File: src/rtl/sg_pkg.sv
package sg_pkg;
  localparam int STAT_W = 8;

  typedef struct packed {
    logic       lock;
    logic [1:0] prot;
    logic       wel;
    logic       busy;
  } sg_state_t;

  function automatic logic [STAT_W-1:0] sg_pack(input sg_state_t s);
    return {s.lock, 3'b000, s.prot, s.wel, s.busy};
  endfunction
endpackage

File: src/rtl/sg_range_guard.sv
module sg_range_guard #(
  parameter int ADDR_W = 15
) (
  input  logic [1:0]        prot,
  input  logic [ADDR_W-1:0] addr,
  output logic              hit
);
  localparam int TOP = ADDR_W - 1;
  logic [1:0] upper;

  assign upper = addr[TOP -: 2];

  always_comb begin
    unique case (prot)
      2'b00:   hit = 1'b0;
      2'b01:   hit = (upper == 2'b11);
      2'b10:   hit = upper[1];
      default: hit = 1'b1;
    endcase
  end
endmodule

File: src/rtl/sg_status_core.sv
module sg_status_core
  import sg_pkg::*;
(
  input  logic      clk,
  input  logic      rst_n,
  input  logic      cmd_wren,
  input  logic      cmd_wrdi,
  input  logic      cmd_wrsr,
  input  logic      cmd_write,
  input  logic [7:0] wr_data,
  input  logic      wp_n,
  input  logic      prot_hit,
  input  logic      cycle_done,
  output sg_state_t st_q,
  output logic      arr_start,
  output logic      sr_start
);
  logic locked;
  logic sr_ok;
  logic arr_ok;

  assign locked = st_q.lock & ~wp_n;
  assign sr_ok  = st_q.wel & ~locked;
  assign arr_ok = st_q.wel & ~prot_hit;

  always_ff @(posedge clk or negedge rst_n) begin
    if (!rst_n) begin
      st_q      <= '0;
      arr_start <= 1'b0;
      sr_start  <= 1'b0;
    end else begin
      arr_start <= 1'b0;
      sr_start  <= 1'b0;
      if (st_q.busy) begin
        if (cycle_done) begin
          st_q.busy <= 1'b0;
          st_q.wel  <= 1'b0;
        end
      end else if (cmd_wrsr) begin
        if (sr_ok) begin
          st_q.lock <= wr_data[7];
          st_q.prot <= wr_data[3:2];
          st_q.busy <= 1'b1;
          sr_start  <= 1'b1;
        end
      end else if (cmd_write) begin
        if (arr_ok) begin
          st_q.busy <= 1'b1;
          arr_start <= 1'b1;
        end
      end else if (cmd_wren) begin
        st_q.wel <= 1'b1;
      end else if (cmd_wrdi) begin
        st_q.wel <= 1'b0;
      end
    end
  end

  AST_DONE_CLEARS: assert property (@(posedge clk) disable iff (!rst_n)
    st_q.busy && cycle_done |=> !st_q.busy && !st_q.wel);
  AST_LOCK_HOLDS: assert property (@(posedge clk) disable iff (!rst_n)
    !st_q.busy && cmd_wrsr && st_q.lock && !wp_n |=> !sr_start && $stable(st_q.prot) && st_q.lock);
  AST_PROT_DROP: assert property (@(posedge clk) disable iff (!rst_n)
    !st_q.busy && cmd_write && !cmd_wrsr && prot_hit |=> !arr_start && !st_q.busy && $stable(st_q.wel));
  AST_BUSY_NO_START: assert property (@(posedge clk) disable iff (!rst_n)
    st_q.busy |=> !arr_start && !sr_start);
  AST_NO_WEL_DROP: assert property (@(posedge clk) disable iff (!rst_n)
    !st_q.wel |=> !arr_start && !sr_start);
  AST_ONE_START: assert property (@(posedge clk) disable iff (!rst_n)
    $onehot0({arr_start, sr_start}));
endmodule

File: src/rtl/sg_read_port.sv
module sg_read_port #(
  parameter int W = 8
) (
  input  logic         clk,
  input  logic         rst_n,
  input  logic         cmd_rdsr,
  input  logic [W-1:0] cur,
  output logic         rd_valid,
  output logic [W-1:0] rd_data
);
  always_ff @(posedge clk or negedge rst_n) begin
    if (!rst_n) begin
      rd_valid <= 1'b0;
      rd_data  <= '0;
    end else begin
      rd_valid <= cmd_rdsr;
      if (cmd_rdsr) rd_data <= cur;
    end
  end

  AST_READ_ANSWERS: assert property (@(posedge clk) disable iff (!rst_n)
    cmd_rdsr |=> rd_valid && rd_data == $past(cur));
endmodule

File: src/rtl/eeprom_status_guard.sv
module eeprom_status_guard
  import sg_pkg::*;
#(
  parameter int ADDR_W = 15
) (
  input  logic              clk,
  input  logic              rst_n,
  input  logic              cmd_wren,
  input  logic              cmd_wrdi,
  input  logic              cmd_rdsr,
  input  logic              cmd_wrsr,
  input  logic              cmd_write,
  input  logic [7:0]        wr_data,
  input  logic [ADDR_W-1:0] wr_addr,
  input  logic              wp_n,
  input  logic              cycle_done,
  output logic [7:0]        status_byte,
  output logic              rd_valid,
  output logic [7:0]        rd_data,
  output logic              arr_start,
  output logic              sr_start
);
  sg_state_t st;
  logic      hit;

  sg_range_guard #(.ADDR_W(ADDR_W)) u_guard (
    .prot (st.prot),
    .addr (wr_addr),
    .hit  (hit)
  );

  sg_status_core u_core (
    .clk        (clk),
    .rst_n      (rst_n),
    .cmd_wren   (cmd_wren),
    .cmd_wrdi   (cmd_wrdi),
    .cmd_wrsr   (cmd_wrsr),
    .cmd_write  (cmd_write),
    .wr_data    (wr_data),
    .wp_n       (wp_n),
    .prot_hit   (hit),
    .cycle_done (cycle_done),
    .st_q       (st),
    .arr_start  (arr_start),
    .sr_start   (sr_start)
  );

  assign status_byte = sg_pack(st);

  sg_read_port #(.W(STAT_W)) u_read (
    .clk      (clk),
    .rst_n    (rst_n),
    .cmd_rdsr (cmd_rdsr),
    .cur      (status_byte),
    .rd_valid (rd_valid),
    .rd_data  (rd_data)
  );

  AST_IDLE_DONE: assert property (@(posedge clk) disable iff (!rst_n)
    !st.busy && cycle_done && !cmd_wren && !cmd_wrdi && !cmd_wrsr && !cmd_write
      |=> $stable(status_byte));
endmodule

File: config.mk
export PLATFORM = sky130hd
export DESIGN_NAME = eeprom_status_guard
export DESIGN_NICKNAME = d
export VERILOG_FILES = /design/src/rtl/sg_pkg.sv /design/src/rtl/sg_range_guard.sv /design/src/rtl/sg_status_core.sv /design/src/rtl/sg_read_port.sv /design/src/rtl/eeprom_status_guard.sv
export SDC_FILE = /design/constraint.sdc
export NUM_CORES = 1
export LEC_CHECK = 0
export BUFFER_PORTS_ARGS = -buffer_cell sky130_fd_sc_hd__buf_2
export CAP_MARGIN = 20
export CORE_MARGIN = 3
export CORE_UTILIZATION = 35
export CTS_CLUSTER_DIAMETER = 200
export DETAILED_ROUTE_END_ITERATION = 10
export GPL_ROUTABILITY_DRIVEN = 0
export GPL_TIMING_DRIVEN = 0
export PLACE_DENSITY = 0.76
export SYNTH_ARGS = -nofsm -noshare
export SYNTH_HDL_FRONTEND = slang
export SYNTH_SLANG_ARGS = --single-unit
File: constraint.sdc
create_clock -name clk -period 1.5 [get_ports clk]
set_input_delay 0.15 -clock clk [delete_from_list [all_inputs] [get_ports clk]]
set_output_delay 0.15 -clock clk [all_outputs]
set_load 0.01 [all_outputs]
==> out/results.env, run 1 <==
RSZ0062_AT_GRT='no'
DIE_H_UM=46.33
CRITICAL_PATH.MAX_FANOUT=7
SHARE_SEQ_OF_TOTAL_POWER_PCT=46.5
AVGSYNTHCELLAREA_SQ_UM=13.89
GR-TOTAL-OVERFLOW=0
FINALWORSTPATHREQUIREDPERIOD_NS=1.390
POWER_FRAC_COMB_PCT=37.1
WORST-SETUP-PATH-TYPE='flip-flop to flip-flop'
HP-CLASS='input port to flip-flop'
CTS_TREE='yes'
CP_MAX_STAGE_DELAY_NS=0.44
CTSHTREEMAXLEVEL=1
DRCVIOLATIONCOUNT=0
R2R_SETUP_SLACK_NS=0.11
DRT-PASS1-ITER-COUNT=2
FINAL_COMMON_CELL='buf_2'
STATIC-LEAKAGE-POWER_nW=0.4273
POST_DRT_WL_PER_CELL_UM=12.18
TIMING.RR.END='u_core.st_q[2]$_DFFE_PN0P_'
NUMBER_OF_GLOBAL_ROUTE_VIAS_BEFORE_REPAIR=398
ACHIEVABLE-FREQUENCY_GHz=0.7194
FIN_TNS_SETUP_NS=0
NUM_IO_PINS=51
CRITICAL_PATH_SLOWEST_STAGE_CELL='dfrtp_1'
PLACEMENT.IO_BUFFERS=26
WORST_HOLD_STARTPOINT='cmd_rdsr'
SYNTHESIZED_CELL_AREA_SQ_UM=569.3
CP_CELL_SEQUENCE='and3b_1 > a21boi_4 > mux2_4'
FINALMAXSLEWVIOLATIONS=0
GR-USAGE-ALL-LAYERS_PCT=12.04
SKEW_FINAL_NS=0.005897
POWER.TOTAL_W=0.001310
MAX_CAP_VIOL_COUNT=0
GRT_FIRST_PASS_WIRELENGTH_MM=1.683
FINAL_LAYOUT_SIZE_SUFFIX_GT1_SHARE_PCT=58.44
START_UTIL_PCT=40.23
REG2REG_DEPTH=3
UTILIZATION_PCT=54.64
FLOORPLAN.ROWS=13
CRITICAL_PATH.ENDPOINT_TYPE='flip-flop'
P_CLK_SHARE_PCT=16.4
SYNTH_SEQ_AREA_SHARE_PCT=57.14
SETUP_VIOLATIONS=0
WORST_SETUP_HOLD_PATH_CLK_SLEW_NS=0.08
CTS_INSERTED_BUFFERS=3
AVERAGE_VIAS_PER_PLACED_INSTANCE=4.652
YS_SEQ_ELEMENTS=13
YOSYS.CELL_TYPES.COUNT=16
FIRST_ITER_VIOLATIONS=1
YS.WARNINGS.COUNT=0
INTERNAL-POWER_W=0.0008790
POWER.SWITCHING_FRACTION_PCT=32.91
FINISH.CELL_COUNT_WITHOUT_FILLERS=92
ANTENNA_VIOLATING_NETS_POST_ROUTE=0
POSTCTSRESIZEDCELLS=0
HOLD_DEPTH=1
STARTPOINT='u_core.st_q[0]$_DFF_PN0_'
CP_DATA_REQUIRED_TIME_NS=1.67
DETAIL_ROUTE.WIRELENGTH_MM=1.121
NETSWITCHINGPOWER_W=0.0004312
LAYOUT_COMMON_CELLS='buf_2, dfrtp_1, buf_4, conb_1, mux2_2'
POST_CTS_BUFFERS=0
OUTCOME='complete, no violations'
CTS_HOLD_BUF=1
CLK_LATENCY_NS=0.28
CLKSINKCOUNT=13
SYNTH_CELLS=41
DESIGN.DIE.AREA_SQ_UM=2146
GRT_START_MAX_NET_PINS=14
HOLD_END='u_read.rd_valid$_DFF_PN0_'
AREA_DELTA_SYNTH_FINAL_PCT=35.82
ARRIVAL_NS=1.56
CLK_ROOT_BUFFER_CELL='clkbuf_4'
CRITICAL_PATH.REG2REG.STARTPOINT='u_core.st_q[0]$_DFF_PN0_'
FINAL.PERIOD_UTILIZATION_PCT=92.67
GRT_ANTENNA_BEFORE_REPAIR=0
CLOCK_TREE.BUFFER_DEPTH=2
CHIPWIDTH_UM=46.33
START_KIND='flip-flop'
ROUTE.VIAS.TOTAL=428
PLACEABLECOREAREA_SQ_UM=1415
NETS=110
SUM_OF_NET_HALF_PERIMETERS_AFTER_DETAILED_PLACEMENT_UM=888.9
DP_CELLS=87
POWER.IR.VDD_WORST_mV=0.8664
DIODES=0
FINAL-HOLD-VIOLATION-COUNT=0
PLACE_AREA_SQ_UM=737.0
POWER.DENSITY_CELL_AREA_nW_PER_UM2=1694
STDCELL_AREA_SQ_UM=773.2
[power groups by stage]
stage	registers, W	logic, W	clock network, W
3_5_place_dp	0.000619	0.000494	0
2_1_floorplan	0.000676	0.000225	0
6_report	0.000610	0.000486	0.000214
5_1_grt	0.000633	0.000533	0.000232
3_3_place_gp	0.000610	0.000487	0
4_1_cts	0.000613	0.000497	0.000223
[area by class of cell]
type / instances / area, sq um
buffer: 6 / 45.04
clock buffer: 4 / 26.28
fill: 128 / 641.9
inverter: 2 / 7.507
multi-input combinational: 25 / 210.2
sequential: 13 / 325.3
tap: 15 / 18.77
timing repair buffer: 27 / 140.1
[cell usage after synthesis]
library cell	number	area (sq um)
dfrtp_1	13	325.3
a21boi_4	1	18.77
and3b_1	1	8.760
nand4bb_1	1	11.26
a221oi_1	1	8.760
nand2_1	3	11.26
nor3_1	1	5.000
inv_1	2	7.510
mux2_2	5	56.30
a21o_1	1	7.510
buf_4	6	45.04
a32o_1	1	10.01
mux2_4	2	30.03
conb_1	1	3.750
a211o_2	1	10.01
a22o_2	1	10.01
[critical path, delay by kind of cell, from the launching register on]
kind,cells,cell delay (ns)
muxes,1,0.32
and+or+nand+nor,1,0.28
AOI/OAI and AO/OA,1,0.25
DFF,1,0.44
[metrics by stage]
step                hold slack [ns]  setup slack, ns
floorplan                   -0.1456           0.1561
global placement            0.04101           0.1249
detailed placement          0.04816           0.1014
CTS                         0.07119          0.09718
global route                0.06265          0.04576
finish                      0.06851           0.1099
[registers in the layout (all words and copies together) (netlist names)]
signal            flops
u_core.st_q           5
u_read.rd_valid       1
u_read.rd_data        5
u_core.arr_start      1
u_core.sr_start       1
[metal layers]
layer	wire length (um)	GRT usage [%]	up-vias	part of all wire [%]
met5	0	0	-	0
met4	11	5.114	0	0.98
met3	112	7.422	2	10
met2	578	19.23	20	52
met1	418	12.53	202	37
li1	-	-	204	-
[kinds of logic after synthesis]
kind of cell,Yosys count,share of synthesized area [%]
other,1,0.6587
AND/OR/NAND/NOR,6,6.373
flip-flops,13,57.14
buffers and inverters,8,9.231
multiplexers,7,15.16
AO/OA/AOI/OAI,6,11.43
[how the worst max path moves through the flow]
| stage | endpoint | cells after the start |
|---|---|---|
| after CTS | u_core.st_q[2]$_DFFE_PN0P_ | 3 |
| after floorplan | u_core.st_q[2]$_DFFE_PN0P_ | 3 |
| after global routing | u_core.st_q[2]$_DFFE_PN0P_ | 3 |
| final | u_core.st_q[2]$_DFFE_PN0P_ | 3 |
| after detailed placement | u_core.st_q[2]$_DFFE_PN0P_ | 3 |
| after global placement | u_core.st_q[2]$_DFFE_PN0P_ | 3 |
Power figures use the tool's default switching activity.
==> inputs of run 2 (changes only) <==
- CORE_UTILIZATION: 35 -> 37
- CTS_BUF_LIST: not set -> sky130_fd_sc_hd__clkbuf_4
- PLACE_DENSITY: 0.76 -> 0.79
- clock period: 1.5 -> 1.4 ns (I/O delays scaled with it)
==> run 2 against run 1 <==
Critical path depth up 1. Register-to-register slack worse by 0.07 ns. Hold slack better by 0.012 ns. Clock power increased by 14%. Combinational power up 24%. Via count is 5.4% higher. Sequential power increased by 8.2%. Critical path type unchanged. Critical endpoint is now u_core.st_q[0]$_DFF_PN0_.
==> out/results.env, run 2 (synthesized netlist as in run 1, its figures left out) <==
OUTCOME='complete, no violations'  # unchanged
FINAL.PERIOD_UTILIZATION_PCT=97.02  # was 92.67%
STARTPOINT='u_core.st_q[1]$_DFFE_PN0P_'  # was u_core.st_q[0]$_DFF_PN0_
LAYOUT_COMMON_CELLS='buf_2, dfrtp_1, buf_4'  # was buf_2, dfrtp_1, buf_4, conb_1, mux2_2
HP-CLASS='input port to flip-flop'  # unchanged
FINAL-HOLD-VIOLATION-COUNT=0  # unchanged
NUMBER_OF_FILL_CELLS=118  # was 128
WORST-SETUP-PATH-TYPE='flip-flop to flip-flop'  # unchanged
GRT_START_MAX_NET_PINS=14  # unchanged
POST-PLACE-WS_NS=-0.0005400  # was 0.1014 ns
FINAL_COMMON_CELL='buf_2'  # unchanged
WORST-PATH-BUF-INV=1  # was 0
STATIC-LEAKAGE-POWER_nW=0.4551  # was 0.4273 nW
CP_DATA_REQUIRED_TIME_NS=1.55  # was 1.67 ns
FIRST_ITER_VIOLATIONS=4  # was 1
BIGGEST_REGISTERS_AFTER_LAYOUT='u_core.st_q x5, u_read.rd_data x5'  # unchanged
SETUP_VIOLATIONS=0  # unchanged
SHARE_SEQ_OF_TOTAL_POWER_PCT=43.8  # was 46.5%
GRT_FIRST_PASS_WIRELENGTH_MM=1.752  # was 1.683 mm
R2R_SETUP_SLACK_NS=0.04  # was 0.11 ns
DRCVIOLATIONCOUNT=0  # unchanged
CLK_LATENCY_NS=0.27  # was 0.28 ns
P_CLK_SHARE_PCT=16.1  # was 16.4%
INTERNAL-POWER_W=0.001021  # was 0.0008790 W
GR-TOTAL-OVERFLOW=0  # unchanged
CP_TOP_FAMILY='flip-flops'  # unchanged
AREA_DELTA_SYNTH_FINAL_PCT=43.52  # was 35.82%
POWER.SWITCHING_FRACTION_PCT=32.24  # was 32.91%
ACHIEVABLE-FREQUENCY_GHz=0.7362  # was 0.7194 GHz
DIODES=0  # unchanged
CRITICAL_PATH.ENDPOINT_TYPE='flip-flop'  # unchanged
CP_CELL_SEQUENCE='and3b_2 > a21boi_4 > buf_4 > a211o_2'  # was and3b_1 > a21boi_4 > mux2_4
DRT-PASS1-ITER-COUNT=3  # was 2
FIN_TNS_SETUP_NS=0  # unchanged
START_KIND='flip-flop'  # unchanged
AVERAGE_VIAS_PER_PLACED_INSTANCE=4.649  # was 4.652
SKEW_FINAL_NS=0.007577  # was 0.005897 ns
ROUTE.VIAS.TOTAL=451  # was 428
WORST_SETUP_HOLD_PATH_CLK_SLEW_NS=0.08  # about the same
NETSWITCHINGPOWER_W=0.0004860  # was 0.0004312 W
START_UTIL_PCT=41.67  # was 40.23%
GR-USAGE-ALL-LAYERS_PCT=12.30  # was 12.04%
ANTENNA_VIOLATING_NETS_POST_ROUTE=0  # unchanged
CP_MAX_STAGE_DELAY_NS=0.43  # was 0.44 ns
DESIGN.DIE.AREA_SQ_UM=2045  # was 2146 sq um
CRITICAL_PATH_SLOWEST_STAGE_CELL='dfrtp_1'  # unchanged
POWER.IR.VDD_WORST_mV=0.8455  # was 0.8664 mV
NUMBER_OF_GLOBAL_ROUTE_VIAS_BEFORE_REPAIR=417  # was 398
NETS=115  # was 110
CRITICAL_PATH.MAX_FANOUT=5  # was 7
CTS_TREE='yes'  # unchanged
TIMING.RR.END='u_core.st_q[0]$_DFF_PN0_'  # was u_core.st_q[2]$_DFFE_PN0P_
PLACEABLECOREAREA_SQ_UM=1366  # was 1415 sq um
FINALWORSTPATHREQUIREDPERIOD_NS=1.358  # was 1.390 ns
POWER.DENSITY_CELL_AREA_nW_PER_UM2=1845  # was 1694 nW/um^2
FINAL_LAYOUT_SIZE_SUFFIX_GT1_SHARE_PCT=64.63  # was 58.44%
FINALMAXSLEWVIOLATIONS=0  # unchanged
RSZ0062_AT_GRT='no'  # unchanged
POWER.TOTAL_W=0.001507  # was 0.001310 W
CTS_INSERTED_BUFFERS=3  # unchanged
REG2REG_DEPTH=4  # was 3
CLK_ROOT_BUFFER_CELL='clkbuf_4'  # unchanged
CTSHTREEMAXLEVEL=1  # unchanged
CRITICAL_PATH.REG2REG.STARTPOINT='u_core.st_q[1]$_DFFE_PN0P_'  # was u_core.st_q[0]$_DFF_PN0_
FINAL.SETUP.WORST_SLACK_NS=0.04166  # was 0.1099 ns
CLOCK_TREE.BUFFER_DEPTH=2  # unchanged
POST_DRT_WL_PER_CELL_UM=12.22  # was 12.18 um
PLACEMENT.IO_BUFFERS=26  # unchanged
GRT_ANTENNA_BEFORE_REPAIR=0  # unchanged
CP_NUM_CELLS=4  # was 3
CLKSINKCOUNT=13  # unchanged
NUM_IO_PINS=51  # unchanged
MAX_CAP_VIOL_COUNT=0  # unchanged
DIE_H_UM=45.23  # was 46.33 um
CHIPWIDTH_UM=45.23  # was 46.33 um
POWER_FRAC_COMB_PCT=40.1  # was 37.1%
WORST_SETUP_PATH_ENDPOINT='u_core.st_q[0]$_DFF_PN0_'  # was u_core.st_q[2]$_DFFE_PN0P_
DETAIL_ROUTE.WIRELENGTH_MM=1.185  # was 1.121 mm
ARRIVAL_NS=1.51  # was 1.56 ns
FLOORPLAN.ROWS=13  # unchanged
==> run 2: timing repair <==
| item | 4_1_cts | 5_1_grt |
|---|---|---|
| gates resized for setup | 0 | 2 |
| hold buffers | 1 | 0 |
| setup endpoints to repair | 2 | 3 |
| hold endpoints to repair | 13 | 0 |
| buffers inserted | 1 | 4 |
==> run 2: final cells by class <==
class	instances	area, sq um	share of cell area [%]
sequential	13	326.6	39.97
tap	15	18.77	2.297
clock buffer	4	30.03	3.675
timing repair buffer	32	177.7	21.75
inverter	2	7.507	0.9188
multi-input combinational	25	211.5	25.88
buffer	6	45.04	5.513
==> run 2: through the flow <==
stage	std cells	hold slack, ns	area (sq um)	util, %
after detailed placement	87	0.03485	737.0	53.94
after floorplan	46	-0.1556	588.1	-
after global routing	97	0.07089	817.0	59.80
after global placement	87	0.03098	737.0	53.94
after CTS	93	0.07581	784.5	57.42
final	97	0.08023	817.0	59.80
==> run 2: power by group through the flow <==
stage	clock [W]	combinational [W]	sequential (W)
after floorplan	0	0.000242	0.000724
after global placement	0	0.000523	0.000653
after detailed placement	0	0.000530	0.000670
after CTS	0.000245	0.000542	0.000665
after global routing	0.000267	0.000649	0.000680
final	0.000243	0.000604	0.000660
==> run 2: routing by layer <==
metal	share of wire, %	global-route usage [%]	vias up
met5	0	0	-
met1	38	13.00	214
met4	0	5.263	0
met2	52	22.32	22
met3	9.6	3.586	0
li1	-	-	215
==> run 2: how the worst min path moves through the flow <==
stage                   from                       endpoint  slack (ns)  depth (start not counted)
floorplan              rst_n     u_core.arr_start$_DFF_PN0_       -0.16                          0
finish              cmd_rdsr      u_read.rd_valid$_DFF_PN0_        0.08                          1
CTS                 cmd_rdsr      u_read.rd_valid$_DFF_PN0_        0.08                          1
global placement       rst_n  u_read.rd_data[7]$_DFFE_PN0P_        0.03                          1
global route        cmd_rdsr      u_read.rd_valid$_DFF_PN0_        0.07                          1
detailed placement     rst_n     u_core.st_q[4]$_DFFE_PN0P_        0.03                          1
==> run 2: worst reg2reg max path, cell delays in order (launching register included) <==
cell and delay, ns:
dfrtp_1 0.43, and3b_2 0.25, a21boi_4 0.15, buf_4 0.14, a211o_2 0.26
==> inputs of run 3 (changes only) <==
- CORE_UTILIZATION: 37 -> 30
- HOLD_SLACK_MARGIN: not set -> 0.15
- PLACE_DENSITY: 0.79 -> not set
- PLACE_DENSITY_LB_ADDON: not set -> 0.12
==> run 3 against run 2 <==
Routed wire length fell by 2.0%. Combinational power is 4.8% lower. Register-to-register slack improved by 0.04 ns. Via count decreased by 1.3%. Highest routed layer unchanged. Global-route usage is 1.8 points lower. Critical path type unchanged.
==> out/results.env, run 3 (synthesized netlist as in run 1, its figures left out) <==
OUTCOME='complete, no violations'  # unchanged
POWER.TOTAL_W=0.001460  # was 0.001507 W
MULTI_INPUT_COMB_AREA_SQ_UM=211.5  # unchanged
AREA.SEQUENTIAL_SQ_UM=325.3  # was 326.6 sq um
CRITICAL_PATH_SLOWEST_STAGE_CELL='dfrtp_1'  # unchanged
PLACEMENT.IO_BUFFERS=26  # unchanged
AREA_DELTA_SYNTH_FINAL_PCT=50.77  # was 43.52%
WORST-PATH-BUF-INV=0  # was 1
CRITICAL_PATH.ENDPOINT_TYPE='flip-flop'  # unchanged
CLK_LATENCY_NS=0.27  # about the same
GR-TOTAL-OVERFLOW=0  # unchanged
START_KIND='flip-flop'  # unchanged
DP_CELLS=97  # was 87
ACHIEVABLE-FREQUENCY_GHz=0.7569  # was 0.7362 GHz
CP_DATA_REQUIRED_TIME_NS=1.56  # was 1.55 ns
FINALMAXSLEWVIOLATIONS=0  # unchanged
ANTENNA_VIOLATING_NETS_POST_ROUTE=0  # unchanged
FLOORPLAN.ROWS=15  # was 13
CP_TOP_FAMILY='flip-flops'  # unchanged
CLOCK_TREE.BUFFER_DEPTH=2  # unchanged
LAYOUT_COMMON_CELLS='buf_2, dfrtp_1, buf_4, dlygate4sd3_1, conb_1'  # was buf_2, dfrtp_1, buf_4
FINALWORSTPATHREQUIREDPERIOD_NS=1.321  # was 1.358 ns
DRCVIOLATIONCOUNT=0  # unchanged
GR-USAGE-ALL-LAYERS_PCT=10.54  # was 12.30%
SUM_OF_NET_HALF_PERIMETERS_AFTER_DETAILED_PLACEMENT_UM=851.5
POWER.IR.VDD_WORST_mV=0.7949  # was 0.8455 mV
BIGGEST_REGISTERS_AFTER_LAYOUT='u_core.st_q x5, u_read.rd_data x5'  # unchanged
CP_CELL_SEQUENCE='and3b_2 > a21boi_4 > mux2_4'  # was and3b_2 > a21boi_4 > buf_4 > a211o_2
PLACEABLECOREAREA_SQ_UM=1764  # was 1366 sq um
POST_DRT_WL_PER_CELL_UM=10.65  # was 12.22 um
START_UTIL_PCT=32.27  # was 41.67%
CP_MAX_STAGE_DELAY_NS=0.39  # was 0.43 ns
DIODES=0  # unchanged
MAX_CAP_VIOL_COUNT=0  # unchanged
FINAL-HOLD-VIOLATION-COUNT=0  # unchanged
CRITICAL_PATH.REG2REG.STARTPOINT='u_core.st_q[0]$_DFF_PN0_'  # was u_core.st_q[1]$_DFFE_PN0P_
CRITICAL_PATH.MAX_FANOUT=4  # was 5
RSZ0062_AT_GRT='no'  # unchanged
WORST-SETUP-PATH-TYPE='flip-flop to flip-flop'  # unchanged
SKEW_FINAL_NS=0.0005351  # was 0.007577 ns
FINISH.CELL_COUNT_WITHOUT_FILLERS=109  # was 97
CHIPWIDTH_UM=49.56  # was 45.23 um
FINAL.PERIOD_UTILIZATION_PCT=94.37  # was 97.02%
AVERAGE_VIAS_PER_PLACED_INSTANCE=4.083  # was 4.649
ARRIVAL_NS=1.48  # was 1.51 ns
ROUTE.VIAS.TOTAL=445  # was 451
GRT_FIRST_PASS_WIRELENGTH_MM=2.028  # was 1.752 mm
DETAIL_ROUTE.WIRELENGTH_MM=1.161  # was 1.185 mm
GRT_START_MAX_NET_PINS=14  # unchanged
SETUP_VIOLATIONS=0  # unchanged
STARTPOINT='u_core.st_q[0]$_DFF_PN0_'  # was u_core.st_q[1]$_DFFE_PN0P_
CLK_ROOT_BUFFER_CELL='clkbuf_4'  # unchanged
HP-CLASS='input port to flip-flop'  # unchanged
NUM_IO_PINS=51  # unchanged
FINAL_COMMON_CELL='buf_2'  # unchanged
CLKSINKCOUNT=13  # unchanged
NUMBER_OF_FILL_CELLS=180  # was 118
DRT-PASS1-ITER-COUNT=2  # was 3
WORST_SETUP_HOLD_PATH_CLK_SLEW_NS=0.08  # about the same
STATIC-LEAKAGE-POWER_nW=0.4605  # was 0.4551 nW
DIE_H_UM=49.56  # was 45.23 um
CTS_INSERTED_BUFFERS=3  # unchanged
WORST_HOLD_STARTPOINT='wr_addr[13]'  # was cmd_rdsr
NETS=117  # was 115
DESIGN.DIE.AREA_SQ_UM=2456  # was 2045 sq um
CTS_TREE='yes'  # unchanged
NUMBER_OF_GLOBAL_ROUTE_VIAS_BEFORE_REPAIR=466  # was 417
POWER.DENSITY_CELL_AREA_nW_PER_UM2=1701  # was 1845 nW/um^2
GRT_ANTENNA_BEFORE_REPAIR=0  # unchanged
FINAL_LAYOUT_SIZE_SUFFIX_GT1_SHARE_PCT=57.14  # was 64.63%
CTSHTREEMAXLEVEL=1  # unchanged
FIRST_ITER_VIOLATIONS=3  # was 4
[run 3: cell types whose count changed in the layout (fill, tap and decap cells not counted)]
cell and delta:
dlygate4sd3_1 +6, dfrtp_1 +1, buf_4 -4, dfrtp_2 -1
[run 3: power by group]
| group | internal (W) | total [W] | switching, W |
|---|---|---|---|
| sequential | 0.000529 | 0.000638 | 0.000109 |
| clock | 0.000130 | 0.000246 | 0.000116 |
| combinational | 0.000331 | 0.000575 | 0.000244 |
| total | 0.000990 | 0.00146 | 0.000470 |
[run 3: worst min-delay path: cells and delay by family]
kind | cells | cell delay (ns)
buffers and inverters | 1 | 0.08
AO/OA/AOI/OAI | 2 | 0.16
[run 3: through the flow]
step                      util [%]  instance area [sq um]  worst slack, ns  setup TNS (ns)  hold slack [ns]
after floorplan                  -                  588.1          0.05612               0          -0.1556
after global placement       42.48                  749.5        -0.003222       -0.004792          0.04146
after detailed placement     42.48                  749.5        -0.003960       -0.007386          0.04632
after CTS                    48.65                  858.3          0.07641               0           0.1542
after global routing         48.65                  858.3          0.03301               0           0.1714
final                        48.65                  858.3          0.07875               0           0.1561
[run 3: area by class of cell]
cell class / instances / area share [%]
clock buffer: 4 / 3.499
tap: 25 / 3.644
inverter: 2 / 0.8746
timing repair buffer: 34 / 24.20
sequential: 13 / 37.90
buffer: 6 / 5.248
multi-input combinational: 25 / 24.64
[run 3: metal layers]
layer | part of all wire (%) | vias up | wire length [um] | GRT usage, %
met1 | 42 | 203 | 487 | 13.41
met5 | 0 | - | 0 | 0
met4 | 0 | 0 | 0 | 1.382
li1 | - | 218 | - | -
met3 | 10 | 0 | 121 | 4.834
met2 | 48 | 24 | 552 | 16.74
[run 3: repair_timing]
action,in CTS,in global routing
buffers inserted,1,0
hold buffers,7,0
hold endpoints to repair,19,0
resized for setup,1,0
endpoints found under the setup margin,2,0
[run 3: worst paths after layout]
kind                                                       to  slack, ns  cells past startpoint
max in group asynchronous       u_read.rd_data[2]$_DFFE_PN0P_       0.91                      2
worst min-delay path               u_core.arr_start$_DFF_PN0_       0.16                      3
worst min register to register  u_read.rd_data[2]$_DFFE_PN0P_       0.50                      1
min in group asynchronous           u_core.sr_start$_DFF_PN0_       0.28                      2
worst max register to register     u_core.st_q[2]$_DFFE_PN0P_       0.08                      3
worst max-delay path               u_core.st_q[2]$_DFFE_PN0P_       0.08                      3
